`src/rtl/ccd_pkg.sv`:
```
package ccd_pkg;
  localparam int unsigned PH_W  = 3;
  localparam int unsigned CNT_W = PH_W + 1;

  typedef enum logic [1:0] {
    RS_DIV8 = 2'b00,
    RS_DIV4 = 2'b01,
    RS_DIV2 = 2'b11,
    RS_DIV1 = 2'b10
  } ratio_sel_e;

  // log2 of the divide ratio for a select code
  function automatic logic [1:0] sel_log2(input logic [1:0] code);
    case (code)
      RS_DIV8: return 2'd3;
      RS_DIV4: return 2'd2;
      RS_DIV2: return 2'd1;
      default: return 2'd0;
    endcase
  endfunction
endpackage

```
`src/rtl/ccd_sel_track.sv`:
```
module ccd_sel_track #(
  parameter int unsigned SYNC_STAGES = 2,
  parameter int unsigned DLY_CYC     = 8
) (
  input  logic       clk_i,
  input  logic       rst_ni,
  input  logic [1:0] sel_i,
  output logic [1:0] sync_o,
  output logic [1:0] tgt_o,
  output logic       arm_o
);
  // load value chosen so the first commit edge is DLY_CYC after the sample edge
  localparam int unsigned LOAD = DLY_CYC - SYNC_STAGES - 1;
  localparam int unsigned CW   = $clog2(LOAD + 1);

  logic [1:0]    stg_q [SYNC_STAGES];
  logic [1:0]    tgt_q;
  logic [CW-1:0] dcnt_q;

  for (genvar i = 0; i < SYNC_STAGES; i++) begin : g_sync
    if (i == 0) begin : g_first
      always_ff @(posedge clk_i or negedge rst_ni) begin
        if (!rst_ni) stg_q[i] <= 2'b00;
        else         stg_q[i] <= sel_i;
      end
    end else begin : g_next
      always_ff @(posedge clk_i or negedge rst_ni) begin
        if (!rst_ni) stg_q[i] <= 2'b00;
        else         stg_q[i] <= stg_q[i-1];
      end
    end
  end

  always_ff @(posedge clk_i or negedge rst_ni) begin
    if (!rst_ni) begin
      tgt_q  <= 2'b00;
      dcnt_q <= '0;
    end else if (stg_q[SYNC_STAGES-1] != tgt_q) begin
      tgt_q  <= stg_q[SYNC_STAGES-1];
      dcnt_q <= CW'(LOAD);
    end else if (dcnt_q != '0) begin
      dcnt_q <= dcnt_q - 1'b1;
    end
  end

  assign sync_o = stg_q[SYNC_STAGES-1];
  assign tgt_o  = tgt_q;
  assign arm_o  = (dcnt_q == '0);
endmodule

```
`src/rtl/ccd_phase.sv`:
```
module ccd_phase
  import ccd_pkg::*;
(
  input  logic            clk_i,
  input  logic            rst_ni,
  input  logic            en_i,
  input  logic [1:0]      tgt_i,
  input  logic            arm_i,
  output logic [1:0]      cur_o,
  output logic            run_o,
  output logic [PH_W-1:0] ph_o,
  output logic            tog_o,
  output logic            div1_nxt_o
);
  logic [1:0]       cur_q, cur_d, lg_q, lg_d;
  logic             run_q, run_d, tog_q, tog_d, bnd;
  logic [PH_W-1:0]  ph_q, ph_d;
  logic [CNT_W-1:0] per_q, half_d;

  always_comb begin
    lg_q  = sel_log2(cur_q);
    per_q = CNT_W'(1) << lg_q;
    bnd   = !run_q || ({1'b0, ph_q} == per_q - 1'b1);
    run_d = run_q;
    cur_d = cur_q;
    ph_d  = ph_q + 1'b1;
    if (bnd) begin
      run_d = en_i;
      cur_d = arm_i ? tgt_i : cur_q;
      ph_d  = '0;
    end
    lg_d       = sel_log2(cur_d);
    half_d     = (CNT_W'(1) << lg_d) >> 1;
    tog_d      = run_d && (lg_d != 2'd0) && ({1'b0, ph_d} < half_d);
    div1_nxt_o = run_d && (lg_d == 2'd0);
  end

  always_ff @(posedge clk_i or negedge rst_ni) begin
    if (!rst_ni) begin
      cur_q <= 2'b00;
      run_q <= 1'b0;
      ph_q  <= '0;
      tog_q <= 1'b0;
    end else begin
      cur_q <= cur_d;
      run_q <= run_d;
      ph_q  <= ph_d;
      tog_q <= tog_d;
    end
  end

  assign cur_o = cur_q;
  assign run_o = run_q;
  assign ph_o  = ph_q;
  assign tog_o = tog_q;
endmodule

```
`src/rtl/ccd_out_gate.sv`:
```
module ccd_out_gate (
  input  logic clk_i,
  input  logic rst_ni,
  input  logic div1_nxt_i,
  input  logic tog_i,
  output logic clk_o,
  output logic gate_o
);
  logic gate_q;

  // gate moves only while the reference is low, so the AND cannot chop a pulse
  always_ff @(negedge clk_i or negedge rst_ni) begin
    if (!rst_ni) gate_q <= 1'b0;
    else         gate_q <= div1_nxt_i;
  end

  assign clk_o  = tog_i | (clk_i & gate_q);
  assign gate_o = gate_q;
endmodule

```
`src/rtl/card_clk_div.sv`:
```
module card_clk_div #(
  parameter int unsigned SYNC_STAGES = 2,
  parameter int unsigned DLY_CYC     = 8
) (
  input  logic       clk_i,
  input  logic       rst_ni,
  input  logic       en_i,
  input  logic [1:0] sel_i,
  output logic       clk_o,
  output logic       locked_o
);
  import ccd_pkg::*;

  logic [1:0]      sync_w, tgt_w, cur_w;
  logic            arm_w, run_w, tog_w, div1_w, gate_w;
  logic [PH_W-1:0] ph_w;

  ccd_sel_track #(
    .SYNC_STAGES(SYNC_STAGES),
    .DLY_CYC    (DLY_CYC)
  ) u_track (
    .clk_i (clk_i),
    .rst_ni(rst_ni),
    .sel_i (sel_i),
    .sync_o(sync_w),
    .tgt_o (tgt_w),
    .arm_o (arm_w)
  );

  ccd_phase u_phase (
    .clk_i     (clk_i),
    .rst_ni    (rst_ni),
    .en_i      (en_i),
    .tgt_i     (tgt_w),
    .arm_i     (arm_w),
    .cur_o     (cur_w),
    .run_o     (run_w),
    .ph_o      (ph_w),
    .tog_o     (tog_w),
    .div1_nxt_o(div1_w)
  );

  ccd_out_gate u_gate (
    .clk_i     (clk_i),
    .rst_ni    (rst_ni),
    .div1_nxt_i(div1_w),
    .tog_i     (tog_w),
    .clk_o     (clk_o),
    .gate_o    (gate_w)
  );

  assign locked_o = (cur_w == tgt_w) && (sync_w == tgt_w);
endmodule

```
`config.mk`:
```
export PLATFORM = sky130hd
export DESIGN_NAME = card_clk_div
export DESIGN_NICKNAME = d
export VERILOG_FILES = /design/src/rtl/ccd_pkg.sv /design/src/rtl/ccd_sel_track.sv /design/src/rtl/ccd_phase.sv /design/src/rtl/ccd_out_gate.sv /design/src/rtl/card_clk_div.sv
export SDC_FILE = /design/constraint.sdc
export NUM_CORES = 1
export LEC_CHECK = 0
export BUFFER_PORTS_ARGS = -buffer_cell sky130_fd_sc_hd__clkbuf_2
export CAP_MARGIN = 10
export CORE_MARGIN = 8
export CORE_UTILIZATION = 45
export CTS_CLUSTER_DIAMETER = 200
export DETAILED_ROUTE_END_ITERATION = 7
export GPL_TIMING_DRIVEN = 0
export HOLD_SLACK_MARGIN = 0.12
export PLACE_DENSITY_LB_ADDON = 0.12
export SETUP_SLACK_MARGIN = 0.3
export SYNTH_ARGS = -nofsm -noshare
export SYNTH_HDL_FRONTEND = slang
export SYNTH_SLANG_ARGS = --single-unit
```
`constraint.sdc`:
```
create_clock -name clk_i -period 2.3 [get_ports clk_i]
set_clock_uncertainty 0.05 [all_clocks]
set_input_delay 0.115 -clock clk_i [delete_from_list [all_inputs] [get_ports clk_i]]
set_output_delay 0.115 -clock clk_i [all_outputs]
set_load 0.02 [all_outputs]
```
# Word-level counts from Yosys, hierarchy flattened
# Cells that the tools add are included.
# Widths: inputs -> output; s select.
[word_totals] elab_cells=46 input_bits=5 out_inout_bits=2 regBits=17
[classes] n_addsub=3 n_bitwise=2 mux=8 n_eq_ne=8 order_cmp=1 shifts=2 reduce_logical=13
[ops] operator="$pmux 2 s3" n=2
[ops] operator="$mux 3" n=3
[ops] operator="$shl 1x2->4 const A" n=2
[ops] operator="$logic_not 2->1" n=3
[ops] operator="$eq 2x1->1 const B" n=2
[ops] operator="$eq 2x2->1" n=2
[ops] operator="$eq 2x2->1 const B" n=2
[ops] operator="$eq 3x4->1" n=1
[ops] operator="$logic_and 1x1->1" n=4
[ops] operator="$mux 2" n=2
[ops] operator="$reduce_bool 2->1" n=2
[ops] operator="$sub 4x1->4 const B" n=1
[ops] operator="$add 3x1->3 const B" n=1
[ops] operator="$logic_not 3->1" n=1
[ops] operator="$lt 3x3->1" n=1
[ops] operator="$reduce_bool 3->1" n=1
[ops] operator="$sub 3x1->3 const B" n=1
[ops] operator="$ne 2x2->1" n=1
[ops] operator="$and 1x1->1" n=1
[ops] operator="$logic_not 1->1" n=1
[ops] operator="$logic_or 1x1->1" n=1
[ops] operator="$mux 1" n=1
[ops] operator="$or 1x1->1" n=1

# Longest topological paths before layout
[depth] depth_word=12 ltp_mapped=10 mapped_depth_nobuf=10

# By module
# A second synthesis with hierarchy kept.
[hier_totals] hier_cells=81 hier_area_um2=895.9
[by_module_without_submodules] mod="ccd_phase" seq_area_each_um2=175.2 area_per_inst_um2=465.4 cells_per_inst=45 n_inst=1
[by_module_without_submodules] mod="ccd_sel_track" seq_area_each_um2=225.2 area_per_inst_um2=367.9 cells_per_inst=29 n_inst=1
[by_module_without_submodules] mod="ccd_out_gate" seq_area_each_um2=25.0 area_per_inst_um2=32.5 cells_per_inst=2 n_inst=1
[by_module_without_submodules] mod="card_clk_div" seq_area_each_um2=0.0 area_per_inst_um2=30.0 cells_per_inst=5 n_inst=1

==> impl_metrics.ini <==
[placed_design]
dp.cells = 114
dp_hpwl_um = 1068
gp_congestion = 0.7619
io_buffers = 6
placed_area_sq_um = 984.7

[power_and_ir_drop]
vdd_ir_drop_max_mv = 0.7521
leakage_nw = 0.5279
p_total_mw = 1.219
p_per_area_mw_per_mm2 = 1057

[logic_synthesis]
ys_ff_latch = 17
synth_edf_count = 0
syn-num-nets = 91
ys_seq_area_share_pct = 46.38
synth_area_sq_um = 917.1
async_flop_share_pct = 100.0
synth_cell_types = 38
yosysTopAreaCellShare_pct = 43.66
yosysWarningCount = 0
avgSynthCellArea_sq_um = 11.32
yosys.area.top_type = dfrtp_1
synth_area_leaders = dfrtp_1 (44%), ha_1 (6.8%), xor2_1 (5.7%)
postSynthCellCount = 81
synth_flop_cell = dfrtp_1

[cells_and_area]
finalNonFillerCells = 133
final_area_sq_mm = 0.001152
layout.nets = 117
drive_gt1_share_pct = 33.02
final_util_pct = 59.34
syn_to_final_growth_pct = 25.65
diodes = 0

[worst_setup_path]
crit_family = simple AND/OR/NAND/NOR gates
worstSetupStartpointType = flip-flop
worstPathRequired_ns = 1.37
path_buf_inv = 1
crit_fanout = 2
crit_chain = buf_6 -> or3b_1 -> o221a_4 -> and2_4 -> or2_4 -> o21a_1
path_depth = 6
worstSetupEndpointType = flip-flop
crit_arrival_ns = 2.00
critical-path-max-stage-delay_ns = 0.38
critPathKind = flip-flop to flip-flop
cp_slowest_cell = dfrtp_1
rr_worst_depth = 6

[grt]
grt_pass1_wl_um = 2697
track_usage_pct = 10.35
grt_overflow = 0
grt_max_degree = 18
grt_pass1_vias = 668
antenna_found_initial = 0

[die]
die_area_sq_mm = 0.003739
coreArea_sq_mm = 0.001942
io_pins = 7
rows = 16
fp.dieW_um = 61.15
start_util_pct = 47.23
die_y_um = 61.15

[status]
status = finished with violations
failed_checks = setup timing

[routing]
dr_wl_met2_um = 780
drc = 0
wl_per_cell_um = 12.64
top_layer_used = met4
drt-initial-drc-count = 17
via_count = 669
vias_per_cell = 5.030
ant_nets = 0
route.layer.met1.wl_um = 807
met3_length_um = 60
drt_first_pass_iters = 4
drt_wl_total_um = 1681

[clocking]
clk_pin_slew_ns = 0.09
clock_latency_ns = 0.41
cts_tree = yes

[sta]
holdWs_ns = 0.1117
fin_ws_ns = -0.6225
setup_viol = 3
slew_headroom_pct = 71.66
hold_viol = 0
drv_slew = 0
worst_slew_pin_slew_ns = 0.4252
rsz0062_at_grt = yes

[job]
cap_violations = 0

[min_path]
hold_class = primary input to asynchronous set/reset pin
cells in the final DEF, fill, tap and decap left out, types with 3 or more instances in the layout:
cell            n
buf_4           6
buf_6           3
clkbuf_1        3
clkbuf_2        5
clkbuf_4        6
dfrtp_1        14
dlygate4sd3_1   4
ha_1            5
inv_1           3
nand2_1         3
nor2_1          7
xor2_1          6
routing by layer:
layer / up-vias / GRT usage, %
met3: 5 / 4.175
li1: 334 / -
met2: 16 / 14.63
met4: 0 / 9.967
met1: 314 / 11.41
met5: - / 0
cell usage after synthesis (2+ instances only):
library cell and n:
and3_2 2, nor2_1 7, nor3_1 2, clkbuf_1 2, xor2_1 6, nand2_1 3, o21a_1 2, nand2b_1 2
mux2i_1 2, ha_1 5, a21oi_1 2, mux2_4 2, dfrtp_1 16, inv_1 3, buf_2 2
final cells by class:
cell class / instances / area (sq um)
Sequential cell: 17 / 427.9
Multi-Input combinational cell: 56 / 455.4
Timing Repair Buffer: 17 / 132.6
Tap cell: 27 / 33.78
Fill cell: 174 / 789.5
Inverter: 3 / 11.26
Clock buffer: 8 / 62.56
Buffer: 5 / 28.78
sequential cells by signal (all words and copies together) (netlist names):
signal,count
u_phase.cur_o,2
u_gate.gate_o,1
u_track.tgt_o,2
u_track.stg_q,2
u_phase.tog_o,1
u_track.dcnt_q,3
u_track.sync_o,2
u_phase.run_o,1
u_phase.ph_o,3
report_power, final:
group	switching (mW)	internal (mW)	leakage (nW)	total, mW
Combinational	0.233	0.291	0.288	0.523
Sequential	0.0544	0.364	0.198	0.419
Clock	0.128	0.149	0.0423	0.277
Total	0.415	0.804	0.528	1.22
what timing repair did:
item / CTS / global route
setup buffers: 4 / 4
hold buffers: 4 / 0
setup endpoints to repair: 3 / 5
hold endpoints to repair: 20 / 0
pin swaps: 4 / 6
gates resized for setup: 2 / 4
worst paths after layout:
kind | end | slack [ns] | from
max in group asynchronous | u_gate.gate_o$_DFF_NN0_ | 0.73 | rst_ni
hold reg to reg | u_track.sync_o[0]$_DFF_PN0_ | 0.32 | u_track.stg_q[2]$_DFF_PN0_
setup reg to reg | u_gate.gate_o$_DFF_NN0_ | -0.62 | u_phase.ph_o[2]$_DFF_PN0_
setup / recovery | u_gate.gate_o$_DFF_NN0_ | -0.62 | u_phase.ph_o[2]$_DFF_PN0_
hold / removal | u_track.tgt_o[0]$_DFFE_PN0N_ | 0.11 | rst_ni
min in group clk_i | u_track.stg_q[2]$_DFF_PN0_ | 0.30 | sel_i[0]
logic make-up (layout without fill, tap and decap cells):
logic type	after synthesis	count (layout)	synth area share, %
mux	4	4	5.457
flops	17	17	46.38
buf+inv	8	33	3.957
simple gates	27	27	17.47
fa+ha+maj	5	5	6.821
xor+xnor	7	7	6.685
compound gates	13	13	13.23
metrics by stage:
stage / setup WS, ns / setup TNS [ns]
after floorplan: -0.6312 / -0.6312
after CTS: -0.6240 / -0.8303
final: -0.6225 / -0.9835
after detailed placement: -0.6746 / -0.7303
after global routing: -0.6674 / -1.190
after global placement: -0.6853 / -0.7612
Note: power is estimated with default switching activity, not from simulation.
